## src/rtl/irqc_pkg.sv

```systemverilog
package irqc_pkg;
  localparam int BUS_W = 32;
  localparam int LANES = BUS_W / 8;

  typedef enum logic [2:0] {
    SEL_NONE,
    SEL_EN_SET,
    SEL_EN_CLR,
    SEL_PD_SET,
    SEL_PD_CLR,
    SEL_PRIO
  } reg_sel_e;

  localparam logic [11:0] OFS_EN_SET = 12'h100;
  localparam logic [11:0] OFS_EN_CLR = 12'h180;
  localparam logic [11:0] OFS_PD_SET = 12'h200;
  localparam logic [11:0] OFS_PD_CLR = 12'h280;
  localparam logic [11:0] OFS_PRIO   = 12'h400;
endpackage

```

## src/rtl/irqc_decode.sv

```systemverilog
module irqc_decode
  import irqc_pkg::*;
#(
  parameter int ADDR_W     = 12,
  parameter int PRIO_WORDS = 8,
  parameter int WORD_W     = 3
) (
  input  logic [ADDR_W-1:0] addr,
  output reg_sel_e          sel,
  output logic [WORD_W-1:0] word
);
  localparam logic [ADDR_W-1:0] PRIO_LO = ADDR_W'(OFS_PRIO);
  localparam logic [ADDR_W-1:0] PRIO_HI = ADDR_W'(OFS_PRIO) + ADDR_W'(4 * PRIO_WORDS);

  logic [ADDR_W-1:0] prio_off;

  assign prio_off = addr - PRIO_LO;

  always_comb begin
    sel  = SEL_NONE;
    word = '0;
    if (addr[1:0] == 2'b00) begin
      if (addr == ADDR_W'(OFS_EN_SET))      sel = SEL_EN_SET;
      else if (addr == ADDR_W'(OFS_EN_CLR)) sel = SEL_EN_CLR;
      else if (addr == ADDR_W'(OFS_PD_SET)) sel = SEL_PD_SET;
      else if (addr == ADDR_W'(OFS_PD_CLR)) sel = SEL_PD_CLR;
      else if (addr >= PRIO_LO && addr < PRIO_HI) begin
        sel  = SEL_PRIO;
        word = WORD_W'(prio_off >> 2);
      end
    end
  end
endmodule

```

## src/rtl/irqc_pending.sv

```systemverilog
module irqc_pending #(
  parameter int NUM_IRQ = 32
) (
  input  logic               clk,
  input  logic               rst_n,
  input  logic [NUM_IRQ-1:0] irq_in,
  input  logic [NUM_IRQ-1:0] set_mask,
  input  logic [NUM_IRQ-1:0] clr_mask,
  output logic [NUM_IRQ-1:0] pend
);
  for (genvar g = 0; g < NUM_IRQ; g++) begin : g_line
    logic line_q;
    logic rise;

    assign rise = irq_in[g] & ~line_q;

    always_ff @(posedge clk) begin
      if (!rst_n) begin
        line_q  <= 1'b0;
        pend[g] <= 1'b0;
      end else begin
        line_q <= irq_in[g];
        // a hardware edge overrides a software clear in the same cycle
        if (rise)             pend[g] <= 1'b1;
        else if (clr_mask[g]) pend[g] <= 1'b0;
        else if (set_mask[g]) pend[g] <= 1'b1;
      end
    end
  end
endmodule

```

## src/rtl/irqc_select.sv

```systemverilog
module irqc_select #(
  parameter int NUM_IRQ = 32,
  parameter int PRIO_W  = 2,
  parameter int ID_W    = 5
) (
  input  logic [NUM_IRQ-1:0]             en,
  input  logic [NUM_IRQ-1:0]             pend,
  input  logic [NUM_IRQ-1:0][PRIO_W-1:0] prio,
  output logic                           req,
  output logic [ID_W-1:0]                id
);
  logic [PRIO_W-1:0] best;

  // ascending scan with strict compare keeps the lower index on a tie
  always_comb begin
    req  = 1'b0;
    id   = '0;
    best = '1;
    for (int i = 0; i < NUM_IRQ; i++) begin
      if (en[i] && pend[i] && (!req || prio[i] < best)) begin
        req  = 1'b1;
        best = prio[i];
        id   = ID_W'(i);
      end
    end
  end
endmodule

```

## src/rtl/irqc_top.sv

```systemverilog
module irqc_top
  import irqc_pkg::*;
#(
  parameter int NUM_IRQ = 32,
  parameter int PRIO_W  = 2,
  parameter int ADDR_W  = 12
) (
  input  logic                       clk,
  input  logic                       rst_n,
  input  logic [NUM_IRQ-1:0]         irq_in,
  input  logic                       req_valid,
  output logic                       req_ready,
  input  logic [ADDR_W-1:0]          req_addr,
  input  logic                       req_write,
  input  logic [31:0]                req_wdata,
  output logic                       rsp_valid,
  input  logic                       rsp_ready,
  output logic [31:0]                rsp_rdata,
  output logic                       irq_req,
  output logic [$clog2(NUM_IRQ)-1:0] irq_id
);
  localparam int ID_W       = $clog2(NUM_IRQ);
  localparam int PRIO_WORDS = (NUM_IRQ + LANES - 1) / LANES;
  localparam int WORD_W     = (PRIO_WORDS > 1) ? $clog2(PRIO_WORDS) : 1;

  reg_sel_e                   sel;
  logic [WORD_W-1:0]          word;
  logic                       acc;
  logic                       wr_acc;
  logic [NUM_IRQ-1:0]         en_q;
  logic [NUM_IRQ-1:0]         pend_w;
  logic [NUM_IRQ-1:0]         pd_set;
  logic [NUM_IRQ-1:0]         pd_clr;
  logic [NUM_IRQ-1:0][PRIO_W-1:0] prio_q;
  logic [NUM_IRQ-1:0][PRIO_W-1:0] prio_nx;
  logic [NUM_IRQ-1:0]         prio_hit;
  logic [31:0]                rd_mux;

  assign req_ready = !rsp_valid || rsp_ready;
  assign acc       = req_valid && req_ready;
  assign wr_acc    = acc && req_write;

  irqc_decode #(
    .ADDR_W    (ADDR_W),
    .PRIO_WORDS(PRIO_WORDS),
    .WORD_W    (WORD_W)
  ) u_dec (
    .addr(req_addr),
    .sel (sel),
    .word(word)
  );

  // enable bits
  always_ff @(posedge clk) begin
    if (!rst_n) begin
      en_q <= '0;
    end else if (wr_acc && sel == SEL_EN_SET) begin
      en_q <= en_q | req_wdata[NUM_IRQ-1:0];
    end else if (wr_acc && sel == SEL_EN_CLR) begin
      en_q <= en_q & ~req_wdata[NUM_IRQ-1:0];
    end
  end

  // pending bits
  assign pd_set = (wr_acc && sel == SEL_PD_SET) ? req_wdata[NUM_IRQ-1:0] : '0;
  assign pd_clr = (wr_acc && sel == SEL_PD_CLR) ? req_wdata[NUM_IRQ-1:0] : '0;

  irqc_pending #(.NUM_IRQ(NUM_IRQ)) u_pend (
    .clk     (clk),
    .rst_n   (rst_n),
    .irq_in  (irq_in),
    .set_mask(pd_set),
    .clr_mask(pd_clr),
    .pend    (pend_w)
  );

  // priority fields: line g lives in lane g%LANES of word g/LANES
  for (genvar g = 0; g < NUM_IRQ; g++) begin : g_prio
    localparam int WIDX = g / LANES;
    localparam int LANE = g % LANES;
    assign prio_hit[g] = wr_acc && sel == SEL_PRIO && word == WORD_W'(WIDX);
    assign prio_nx[g]  = req_wdata[8*LANE+7 -: PRIO_W];
  end

  always_ff @(posedge clk) begin
    if (!rst_n) begin
      prio_q <= '0;
    end else begin
      for (int i = 0; i < NUM_IRQ; i++) begin
        if (prio_hit[i]) prio_q[i] <= prio_nx[i];
      end
    end
  end

  // read path
  always_comb begin
    rd_mux = '0;
    unique case (sel)
      SEL_EN_SET, SEL_EN_CLR: rd_mux = 32'(en_q);
      SEL_PD_SET, SEL_PD_CLR: rd_mux = 32'(pend_w);
      SEL_PRIO: begin
        for (int k = 0; k < LANES; k++) begin
          if (int'(word) * LANES + k < NUM_IRQ)
            rd_mux[8*k+7 -: PRIO_W] = prio_q[int'(word) * LANES + k];
        end
      end
      default: rd_mux = '0;
    endcase
  end

  // one-slot response stage
  always_ff @(posedge clk) begin
    if (!rst_n) begin
      rsp_valid <= 1'b0;
      rsp_rdata <= '0;
    end else if (acc) begin
      rsp_valid <= 1'b1;
      rsp_rdata <= req_write ? '0 : rd_mux;
    end else if (rsp_ready) begin
      rsp_valid <= 1'b0;
    end
  end

  irqc_select #(
    .NUM_IRQ(NUM_IRQ),
    .PRIO_W (PRIO_W),
    .ID_W   (ID_W)
  ) u_sel (
    .en  (en_q),
    .pend(pend_w),
    .prio(prio_q),
    .req (irq_req),
    .id  (irq_id)
  );
endmodule

```

## config.mk

```make
export PLATFORM = sky130hd
export DESIGN_NAME = irqc_top
export DESIGN_NICKNAME = d
export VERILOG_FILES = /design/src/rtl/irqc_pkg.sv /design/src/rtl/irqc_decode.sv /design/src/rtl/irqc_pending.sv /design/src/rtl/irqc_select.sv /design/src/rtl/irqc_top.sv
export SDC_FILE = /design/constraint.sdc
export NUM_CORES = 1
export LEC_CHECK = 0
export ABC_AREA = 1
export CORE_MARGIN = 1.5
export CORE_UTILIZATION = 55
export CTS_CLUSTER_DIAMETER = 50
export CTS_CLUSTER_SIZE = 8
export DETAILED_ROUTE_END_ITERATION = 10
export PLACE_DENSITY = 0.78
export SYNTH_ARGS = -nofsm -noshare
export SYNTH_HDL_FRONTEND = slang
export SYNTH_SLANG_ARGS = --single-unit
```

## constraint.sdc

```tcl
create_clock -name clk -period 51.5 [get_ports clk]
set_input_delay 15.45 -clock clk [delete_from_list [all_inputs] [get_ports clk]]
set_output_delay 15.45 -clock clk [all_outputs]
set_load 0.05 [all_outputs]
```

# Word level (Yosys, flattened, before mapping)
# Cells that the tools add are included.
# Widths: inputs -> output; s select.
[word_totals]
elab_cells = 640
in_bits = 81
ff_bits = 193
out_inout_bits = 40
[classes]
eq_ne = 16
mux = 232
n_reduce_logical = 181
bitwise_logic = 67
n_addsub = 4
order_cmp = 41
[ops]
columns = ["cell", "n"]
rows = [
  ["$mux 32", 5],
  ["$mux 1", 131],
  ["$lt 32x7->1 const B", 3],
  ["$reduce_bool 3->1", 32],
  ["$mux 2", 44],
  ["$mux 5", 16],
  ["$logic_and 1x1->1", 79],
  ["$lt 2x2->1", 31],
  ["$mux 3", 16],
  ["$pmux 6 s2", 4],
  ["$and 1x1->1", 32],
  ["$and 32x32->32", 1],
  ["$logic_not 1->1", 32],
  ["$logic_or 1x1->1", 32],
  ["$mux 4", 8],
  ["$not 1->1", 32],
  ["$not 32->32", 1],
  ["$or 32x32->32", 1],
  ["$bmux 2 s5", 3],
  ["$eq 12x10->1 const B", 2],
  ["$eq 12x9->1 const B", 2],
  ["$pmux 2 s3", 4],
  ["$eq 3x3->1 const B", 6],
  ["$lt 6x6->1 const B", 3],
  ["13 further kinds", 21],
]

# Longest topological paths before layout
# Gate-level depths: netlist of the first run.
[logic_depth]
depth_word = 126
ltp_mapped = 186
ltp_nobuf = 186

# By module
# From an unflattened synthesis of the first run, not the netlist that was laid out.
[hier_totals]
hier_cells = 2016
hier_area_um2 = 11915.2
[by_module_without_submodules]
columns = ["mod", "cells_each", "area_each_um2", "seq_area_each_um2", "instances"]
rows = [
  ["irqc_top", 880, 6063.3, 2582.5, 1],
  ["irqc_select", 706, 3054.2, 0.0, 1],
  ["irqc_pending", 392, 2597.5, 1281.2, 1],
  ["irqc_decode", 38, 200.2, 0.0, 1],
]

# Least setup slack after synthesis of the first run
# Ideal clock, no wire load.
[synth_timing]
kind = "input to output"
from = "in rsp_ready"
to = "out req_ready"
t_required_ns = 36.050
slack_ns = 20.219
cell_stages = 2
n_path_buf = 0
arrival_ns = 15.831
path_cell_list = "inv_1 -> nand2_1"
[synth_via]
elab_chain_cells = 1
[synth_rtl]
columns = ["element", "line_no", "source"]
rows = [
  ["start: declaration", "irqc_top.sv:17", "input logic rsp_ready,"],
  ["$logic_or 1x1->1", "irqc_top.sv:39", "assign req_ready = !rsp_valid || rsp_ready;"],
  ["end: declaration", "irqc_top.sv:12", "output logic req_ready,"],
]
# No other way between the ends.

# Worst setup path after layout of the first run
# Ends and elaborated chain as after synthesis.

==> summary.txt, run 1 <==
Yosys
  – Mapped cell area: 10800 um2
  – Ys async rst share: 0
  – Post-synthesis register bit count: 193
  – Register area share after synthesis: 0.358
  – EDFF count, synth: 0
  – Syn_area_per_cell: 6.47 um2
  – Distinct cells, synth: 38
  – Post-synth net total: 1751
  – Synth Warn #: 0
  – Post-Syn Instances: 1668
  – Ys flop type: dfxtp_1

Floorplanning
  – Row cnt: 51
  – Core ar.: 19300 um2
  – Initial core utilization: 0.558
  – Die Width: 143 um
  – I/O Pins: 121
  – Full die area: 20500 um2
  – Die H: 143 um

Critical path
  – Worst Setup Start Kind: primary input
  – Flop-to-flop setup slack: 48.22 ns
  – Max FO, Critical Path: 3
  – Crit path DAT: 16.83 ns
  – Worst path required time: 36.05 ns
  – Crit. End Element: primary output
  – Crit Path Class: in -> out

CTS
  – TritonCTS buffer count: 17
  – Latest clock arrival within the worst-skew pair: 0.44 ns
  – Root Buffer: clkbuf_16
  – H-Tree Depth: 4
  – Hold Buf Count CTS: 0
  – Post_cts resized: 0
  – Clock sink total: 193
  – CTS tree: yes
  – Setup Fix Bufs, Post-CTS: 0
  – Max Root-Sink Buffers: 2
  – Reg clk slew, reported paths: 0.07 ns

Route
  – Routed WL: 33300 um
  – Via density: 5.65
  – Routed Antenna Nets: 0
  – Via total after detailed routing: 11476
  – Wire per inst: 16.4 um
  – Drt first pass iters: 5
  – Remaining DRCs: 0
  – Initial DRC count: 1264

Power and ir drop
  – Sw power: 0.0830 mW
  – Leak: 5.89 nW
  – VDD IR max: 22.9 uV
  – Total power: 0.310 mW
  – Pwr dens: 24.3 nW/um2
  – Part of the power in registers: 0.499
  – Sw Ratio: 0.268
  – Clock power frac: 0.430
  – Internal power: 0.227 mW
  – Gate power share: 0.071

Timing
  – Worst slew pin tran: 1.17 ns
  – Clock Skews: 0.00669 ns
  – Final hold violations: 0
  – Shortest period the worst path allows: 32.28 ns
  – # setup viols final: 0
  – Fmax: 0.0310 GHz
  – Fin Setup TNS: 0 ns
  – RSZ-0062 raised after global routing: false
  – Worst Hold Slack: 0.417 ns
  – Period utilization: 0.627
  – Final count of pins violating max slew: 0
  – Slew headroom: 0.220

Final layout
  – Area growth syn-to-layout: 18.3%
  – Ant diodes: 0
  – Sequential cell area: 3860 um2
  – Multi-input logic area: 5610 um2
  – Fillers: 1757
  – Final nets: 1836
  – Layout cell share with drive strength beyond 1: 0.0629
  – Util after Layout: 0.660

Placed design
  – PortBufs: 120
  – Post-DP HPWL: 23700 um
  – GPL Wtd Cong: 0.946

Global route
  – Remaining global-route overflow: 0
  – Pin count of the biggest net entering global routing: 84
  – GRT Util Overall: 0.329
  – First-pass GRT wire length: 52600 um
  – Initial antenna violation count: 1
  – Vias in the first global route: 10279

Outcome
  – Status: finished, final reports clean

Run
  – Max-cap viol count: 0

Worst hold path
  – Hold WC Path Type: reg -> reg
[metal layers]
metal,GRT usage,up-vias,share of wire
met4,0.109,2,0.027
met1,0.462,5257,0.45
li1,-,5674,-
met2,0.503,467,0.44
met3,0.0667,76,0.089
met5,0,-,0.00027
[placed cells by master, fill, tap and decap left out, types with 3 or more instances in the layout]
master and n:
a2111oi_0 6, a211oi_1 64, a21oi_1 75, a221o_1 24
a221oi_1 4, a311oi_1 33, a31oi_1 3, buf_4 8
clkbuf_16 17, clkdlybuf4s50_1 120, clkinv_1 9, clkinv_4 4
clkinv_8 4, dfxtp_1 193, inv_1 282, inv_2 4
inv_8 4, nand2_1 386, nand2_2 58, nand3_1 155
nand4_1 9, nor2_1 156, nor3_1 8, nor4_1 3
o21ai_0 59, o22ai_1 46, o31ai_1 3
[power by group through the flow]
stage / clock network [mW] / registers, mW / logic, mW
2_1_floorplan: 0 / 0.158 / 0.00964
3_5_place_dp: 0 / 0.158 / 0.0215
4_1_cts: 0.133 / 0.155 / 0.0216
6_report: 0.133 / 0.155 / 0.0220
5_1_grt: 0.140 / 0.155 / 0.0236
3_3_place_gp: 0 / 0.158 / 0.0211
[stage by stage]
| stage | cell area (um2) | cells | setup WS [ns] |
|---|---|---|---|
| detailed placement | 12200 | 1999 | 19.22 |
| global route | 12800 | 2030 | 16.98 |
| CTS | 12800 | 2030 | 19.22 |
| finish | 12800 | 2030 | 19.22 |
| floorplan | 10800 | 1668 | 20.22 |
| global placement | 12200 | 1999 | 19.22 |
[synth_stat cells, types with 3 or more instances]
cell / n / area share
a221oi_1: 4 / 0.0032
inv_1: 283 / 0.098
clkbuf_1: 58 / 0.020
a21oi_1: 75 / 0.035
nand3_1: 156 / 0.072
nor4_1: 3 / 0.0017
o31ai_1: 3 / 0.0021
nand2_2: 58 / 0.034
a311oi_1: 33 / 0.027
dfxtp_1: 193 / 0.36
clkinv_1: 9 / 0.0031
nand2_1: 386 / 0.13
a31oi_1: 3 / 0.0017
nor3_1: 8 / 0.0037
nand4_1: 9 / 0.0052
nor2_1: 160 / 0.056
o21ai_0: 59 / 0.027
o22ai_1: 46 / 0.027
buf_1: 4 / 0.0014
a221o_1: 24 / 0.022
a2111oi_0: 6 / 0.0049
inv_2: 4 / 0.0014
a211oi_1: 64 / 0.045
[final timing paths]
| kind | startpoint | to | cells after the start |
|---|---|---|---|
| max reg2reg | rsp_valid | prio_q[25] | 10 |
| max | rsp_ready | req_ready | 4 |
| min | u_pend.g_line[7].line_q | u_pend.pend[7] | 1 |
| min reg2reg | u_pend.g_line[7].line_q | u_pend.pend[7] | 1 |
[critical path, cell delays in order]
cell and delay [ns]:
clkdlybuf4s50_1 0.45, inv_1 0.03, nand2_1 0.08, clkdlybuf4s50_1 0.81
[layout make-up]
type | count | area share
Clock buffer | 17 | 0.0333
Clock inverter | 14 | 0.0127
Inverter | 296 | 0.0872
Multi-Input combinational cell | 1117 | 0.439
Sequential cell | 193 | 0.303
Tap cell | 265 | 0.0260
Timing Repair Buffer | 128 | 0.0988
[cell families (layout without fill, tap and decap cells)]
family | Yosys count | after routing | share of synthesized area
buffers and inverters | 358 | 455 | 0.125
adders and majority gates | 2 | 2 | 0.00232
AOI/OAI and AO/OA | 328 | 328 | 0.203
DFF | 193 | 193 | 0.358
and+or+nand+nor | 787 | 787 | 0.312
(Power assumes the default switching activity.)
==> inputs of run 2 (changes only) <==
==> constraint.sdc (replaced) <==
create_clock -name clk -period 33.6 [get_ports clk]
set_input_delay 10.08 -clock clk [delete_from_list [all_inputs] [get_ports clk]]
set_output_delay 10.08 -clock clk [all_outputs]
set_load 0.05 [all_outputs]
==> run 2 against run 1 <==
Effect of this change: first-iteration DRC count shrank 10%; register-to-register slack lost 18 ns; global-route usage grew 0.18 points; via count grew 0.69%; final area grew 0.23%; final cell count is essentially flat; clock skew grew 0.0064 ns; clock power grew 59%; hold slack lost 0.0014 ns; critical path type is now reg -> out; highest routed layer is now met4.
==> summary.txt, run 2 (synthesis gave the netlist of run 1 again) <==
Placed design
  – GPL Wtd Cong: 1.02 (+8.1%)
  – Post-DP HPWL: 23900 um (+0.86%)
  – PortBufs: 120 (unchanged)
  – Dpl ws: 7.65 ns (-11.58 ns)

Power and ir drop
  – Sw Ratio: 0.270 (+0.00222)
  – Gate power share: 0.070 (about the same)
  – Leak: 5.91 nW (+0.23%)
  – Sw power: 0.130 mW (+57%)
  – Clock power frac: 0.438 (+0.008)
  – Part of the power in registers: 0.492 (-0.007)
  – VDD IR max: 36.7 uV (+60%)
  – Internal power: 0.352 mW (+55%)
  – Pwr dens: 37.7 nW/um2 (+55%)

Floorplanning
  – Full die area: 20500 um2 (unchanged)
  – Die H: 143 um (unchanged)
  – Row cnt: 51 (unchanged)
  – I/O Pins: 121 (unchanged)
  – Die Width: 143 um (unchanged)
  – Core ar.: 19300 um2 (unchanged)
  – Initial core utilization: 0.558 (unchanged)

Critical path
  – Buf/Inv on CP: 1 (-2)
  – Worst Setup Start Kind: register
  – Crit path DAT: 16.71 ns (-0.12 ns)
  – Crit. End Element: primary output
  – CP delay by family, top: simple AND/OR/NAND/NOR gates
  – Slowest CP cell: clkdlybuf4s50_1
  – Crit Path Class: reg -> out
  – Largest stage delay on the critical path: 0.80 ns (about the same)
  – Most used cell, CP: nand2_1
  – Max FO, Critical Path: 7 (+4)
  – Worst path required time: 23.52 ns (-12.53 ns)
  – Flop-to-flop setup slack: 30.51 ns (-17.71 ns)

CTS
  – Reg clk slew, reported paths: 0.08 ns (about the same)
  – Setup Fix Bufs, Post-CTS: 0 (unchanged)
  – CTS tree: yes
  – H-Tree Depth: 4 (unchanged)
  – Post_cts resized: 0 (unchanged)
  – Clock sink total: 193 (unchanged)
  – Hold Buf Count CTS: 0 (unchanged)
  – Max Root-Sink Buffers: 2 (unchanged)
  – Root Buffer: clkbuf_16
  – TritonCTS buffer count: 17 (unchanged)
  – Latest clock arrival within the worst-skew pair: 0.46 ns (+0.02 ns)

Global route
  – First-pass GRT wire length: 52500 um (-0.16%)
  – GRT Util Overall: 0.331 (+0.00177)
  – Pin count of the biggest net entering global routing: 83 (-1.2%)
  – Vias in the first global route: 10270 (-0.088%)
  – Remaining global-route overflow: 0 (unchanged)
  – Initial antenna violation count: 0 (-1)

Timing
  – Shortest period the worst path allows: 26.79 ns
  – Worst slew pin tran: 1.02 ns (-0.144 ns)
  – Period utilization: 0.797
  – Final hold violations: 0 (unchanged)
  – RSZ-0062 raised after global routing: false
  – PnR worst setup slack: 6.81 ns (-12.41 ns)
  – Final count of pins violating max slew: 0 (unchanged)
  – Fmax: 0.0373 GHz
  – Fin Setup TNS: 0 ns (unchanged)
  – # setup viols final: 0 (unchanged)
  – Slew headroom: 0.317 (+0.0972)
  – Clock Skews: 0.0131 ns (+0.00643 ns)

Route
  – Remaining DRCs: 0 (unchanged)
  – Via total after detailed routing: 11555 (+0.69%)
  – Wire per inst: 16.6 um (+1.3%)
  – Routed Antenna Nets: 0 (unchanged)
  – Routed WL: 33700 um (+1.3%)
  – Initial DRC count: 1134 (-10%)
  – Drt first pass iters: 6 (+1)
  – Via density: 5.69 (+0.64%)

Outcome
  – Status: finished, final reports clean

Final layout
  – Commonest non-fill, non-tap cell in the layout: nand2_1
  – Final nets: 1836 (unchanged)
  – Commonest non-fill, non-tap cells in the layout: nand2_1 (386), inv_1 (282), dfxtp_1 (193)
  – Multi-input logic area: 5610 um2 (unchanged)
  – Sequential cell area: 3860 um2 (unchanged)
  – Layout cell share with drive strength beyond 1: 0.0634 (+0.000531)
  – Ant diodes: 0 (unchanged)
  – Fillers: 1745 (-0.68%)
  – Area growth syn-to-layout: 18.6%

Run
  – Max-cap viol count: 0 (unchanged)

Worst hold path
  – Hold WC Path Type: reg -> reg
-- run 2: layout make-up --
class | count | area share
tap | 265 | 0.0259
clock buffer | 18 | 0.0343
timing repair buffer | 128 | 0.0986
inverter | 296 | 0.0870
multi-input combinational | 1117 | 0.438
sequential | 193 | 0.302
clock inverter | 14 | 0.0139
-- run 2: worst paths after layout --
kind,startpoint,to,depth (start not counted)
min reg2reg,u_pend.g_line[24].line_q,u_pend.pend[24],1
max,register,irq_id[0],182
min,u_pend.g_line[24].line_q,u_pend.pend[24],1
max reg2reg,rsp_valid,prio_q[21],10
-- run 2: power groups by stage --
| stage | logic, mW | clock network, mW | registers (mW) |
|---|---|---|---|
| 2_1_floorplan | 0.0148 | 0 | 0.242 |
| 3_3_place_gp | 0.0324 | 0 | 0.242 |
| 3_5_place_dp | 0.0330 | 0 | 0.243 |
| 4_1_cts | 0.0332 | 0.212 | 0.237 |
| 5_1_grt | 0.0363 | 0.221 | 0.238 |
| 6_report | 0.0336 | 0.211 | 0.237 |
-- run 2: stage by stage --
step | area [um2] | cells | power [mW] | utilization | hold slack [ns]
final | 12800 | 2031 | 0.482 | 0.662 | 0.416
after global routing | 12800 | 2031 | 0.495 | 0.662 | 0.424
after CTS | 12800 | 2031 | 0.482 | 0.662 | 0.418
after detailed placement | 12200 | 1999 | 0.276 | 0.630 | 0.405
after global placement | 12200 | 1999 | 0.275 | 0.630 | 0.401
after floorplan | 10800 | 1668 | 0.257 | - | 0.399
-- run 2: routing by layer --
layer | GRT usage | vias up | routed length [um]
met2 | 0.513 | 539 | 14700
met5 | 0 | - | 0
met4 | 0.110 | 0 | 907
met1 | 0.455 | 5260 | 14800
li1 | - | 5683 | -
met3 | 0.0734 | 73 | 3320
==> inputs of run 3 (changes only) <==
==> constraint.sdc (replaced) <==
create_clock -name clk -period 24.7 [get_ports clk]
set_input_delay 7.41 -clock clk [delete_from_list [all_inputs] [get_ports clk]]
set_output_delay 7.41 -clock clk [all_outputs]
set_load 0.05 [all_outputs]
==> run 3 against run 2 <==
Effect of this change: via count is 1.2% higher; largest cell class unchanged; sequential power is 36% higher; count of clock-buffer cells in the layout is 1 lower; sequential share of layout area is 1.4 points lower; clock skew is 0.0044 ns higher; first-iteration DRC count is 4.9% lower; final cell count is 1.8% higher; register-to-register slack worse by 8.9 ns; utilization is 3.5 points higher; combinational power is 38% higher; setup slack worse by 5.4 ns.
==> summary.txt, run 3 (synthesis gave the netlist of run 1 again) <==
Critical path
  – WP depth: 181 (-0.55%)
  – Flop-to-flop setup slack: 21.60 ns (-8.91 ns)
  – Critical R2R Launch: rsp_valid
  – Max FO, Critical Path: 5 (-2)
  – Crit path DAT: 15.92 ns (-0.79 ns)
  – Most used cell, CP: nand2_2
  – Worst Setup Start Kind: register
  – R2R depth: 10 (unchanged)
  – Worst path required time: 17.29 ns (-6.23 ns)
  – Crit path launch: u_pend.pend[1]
  – Crit Path Class: reg -> out
  – CP endpoint: irq_id[1]
  – Buf/Inv on CP: 7 (+6)
  – Crit. End Element: primary output
  – Largest stage delay on the critical path: 0.37 ns (-0.43 ns)
  – CP delay by family, top: simple AND/OR/NAND/NOR gates
  – Slowest CP cell: dfxtp_1
  – Worst flop-to-flop path endpoint: prio_q[27]

Final layout
  – Commonest non-fill, non-tap cell in the layout: nand2_1
  – Area growth syn-to-layout: 24.9%
  – Final nets: 1873 (+2.0%)
  – Fillers: 1671 (-4.2%)
  – Commonest non-fill, non-tap cells in the layout: nand2_1 (324), inv_1 (280), dfxtp_1 (187)
  – Post-Layout Cell Count: 2068 (+1.8%)
  – Ant diodes: 0 (unchanged)
  – Layout cell share with drive strength beyond 1: 0.137 (+0.0736)

CTS
  – Latest clock arrival within the worst-skew pair: 0.46 ns (about the same)
  – H-Tree Depth: 4 (unchanged)
  – Clock sink total: 193 (unchanged)
  – Reg clk slew, reported paths: 0.08 ns (about the same)
  – TritonCTS buffer count: 17 (unchanged)
  – Max Root-Sink Buffers: 2 (unchanged)
  – Root Buffer: clkbuf_16
  – CTS tree: yes

Floorplanning
  – Die H: 143 um (unchanged)
  – Die Width: 143 um (unchanged)
  – Initial core utilization: 0.558 (unchanged)
  – Full die area: 20500 um2 (unchanged)
  – Core ar.: 19300 um2 (unchanged)
  – I/O Pins: 121 (unchanged)
  – Row cnt: 51 (unchanged)

Global route
  – Vias in the first global route: 10274 (+0.039%)
  – Remaining global-route overflow: 0 (unchanged)
  – Pin count of the biggest net entering global routing: 95 (+14%)
  – Initial antenna violation count: 0 (unchanged)
  – GRT Util Overall: 0.331 (about the same)
  – First-pass GRT wire length: 52900 um (+0.82%)

Timing
  – PnR worst setup slack: 1.37 ns (-5.45 ns)
  – Final hold violations: 0 (unchanged)
  – Clock Skews: 0.0175 ns (+0.00438 ns)
  – Final count of pins violating max slew: 0 (unchanged)
  – Shortest period the worst path allows: 23.33 ns
  – Worst slew pin tran: 1.12 ns (+0.0978 ns)
  – # setup viols final: 0 (unchanged)
  – Slew headroom: 0.251 (-0.0663)
  – Fmax: 0.0429 GHz
  – Period utilization: 0.945
  – Fin Setup TNS: 0 ns (unchanged)

Route
  – Wire per inst: 16.9 um (+2.0%)
  – Remaining DRCs: 0 (unchanged)
  – Drt first pass iters: 7 (+1)
  – Initial DRC count: 1079 (-4.9%)
  – Routed Antenna Nets: 0 (unchanged)
  – Via total after detailed routing: 11692 (+1.2%)
  – Routed WL: 35000 um (+3.9%)
  – Via density: 5.65 (-0.62%)

Placed design
  – PortBufs: 120 (unchanged)
  – GPL Wtd Cong: 1.01 (-1.5%)
  – Dpl ws: 1.55 ns (-6.09 ns)
  – Placed Cells: 1999 (unchanged)
  – Post-DP HPWL: 24100 um (+0.57%)

Worst hold path
  – Hold Crit Start: u_pend.g_line[7].line_q
  – Hold WC Path Type: reg -> reg

Power and ir drop
  – Pwr dens: 48.9 nW/um2 (+30%)
  – Leak: 6.13 nW (+3.8%)
  – VDD IR max: 51.2 uV (+40%)
  – Total power: 0.659 mW (+37%)

Run
  – Max-cap viol count: 0 (unchanged)

Outcome
  – Status: finished, final reports clean
-- run 3: cell types whose count changed in the layout (fill, tap and decap cells not counted), sizes merged --
cell and change:
buf +42, clkdlybuf4s50 -5, clkbuf -1, clkinv +1
-- run 3: worst min-delay path by stage --
stage	slack (ns)	cells after the start	end
5_1_grt	0.43	1	u_pend.pend[27]
2_1_floorplan	0.40	1	u_pend.pend[0]
3_3_place_gp	0.40	1	u_pend.pend[10]
4_1_cts	0.42	1	u_pend.pend[7]
3_5_place_dp	0.41	1	u_pend.pend[22]
6_report	0.42	1	u_pend.pend[7]
-- run 3: final cells by class --
class	count	area (um2)	share of cell area
Inverter	296	1110	0.0826
Sequential cell	193	3880	0.288
Tap cell	265	332	0.0246
Timing Repair Buffer	165	1550	0.115
Clock buffer	17	425	0.0316
Multi-Input combinational cell	1117	5980	0.444
Clock inverter	15	198	0.0147
-- run 3: what timing repair did --
item,in CTS,in global routing
setup buffers,0,37
setup endpoints to repair,0,5
resized for setup,0,154
hold buffers,0,0
-- run 3: where the power goes --
group	leakage, nW	internal, mW	switching [mW]
Sequential	1.58	0.319	0.00363
Clock	0.303	0.140	0.150
Combinational	4.25	0.0187	0.0275
Total	6.13	0.478	0.181
-- run 3: metrics by stage --
step | utilization | instance area, um2 | hold WS, ns
2_1_floorplan | - | 10800 | 0.399
3_3_place_gp | 0.630 | 12200 | 0.400
3_5_place_dp | 0.630 | 12200 | 0.406
4_1_cts | 0.662 | 12800 | 0.417
5_1_grt | 0.697 | 13500 | 0.427
6_report | 0.697 | 13500 | 0.416
-- run 3: per-layer routing --
metal | wire length (um) | track usage
met3 | 3260 | 0.0570
met4 | 878 | 0.111
met5 | 0 | 0
met2 | 15500 | 0.504
met1 | 15400 | 0.472
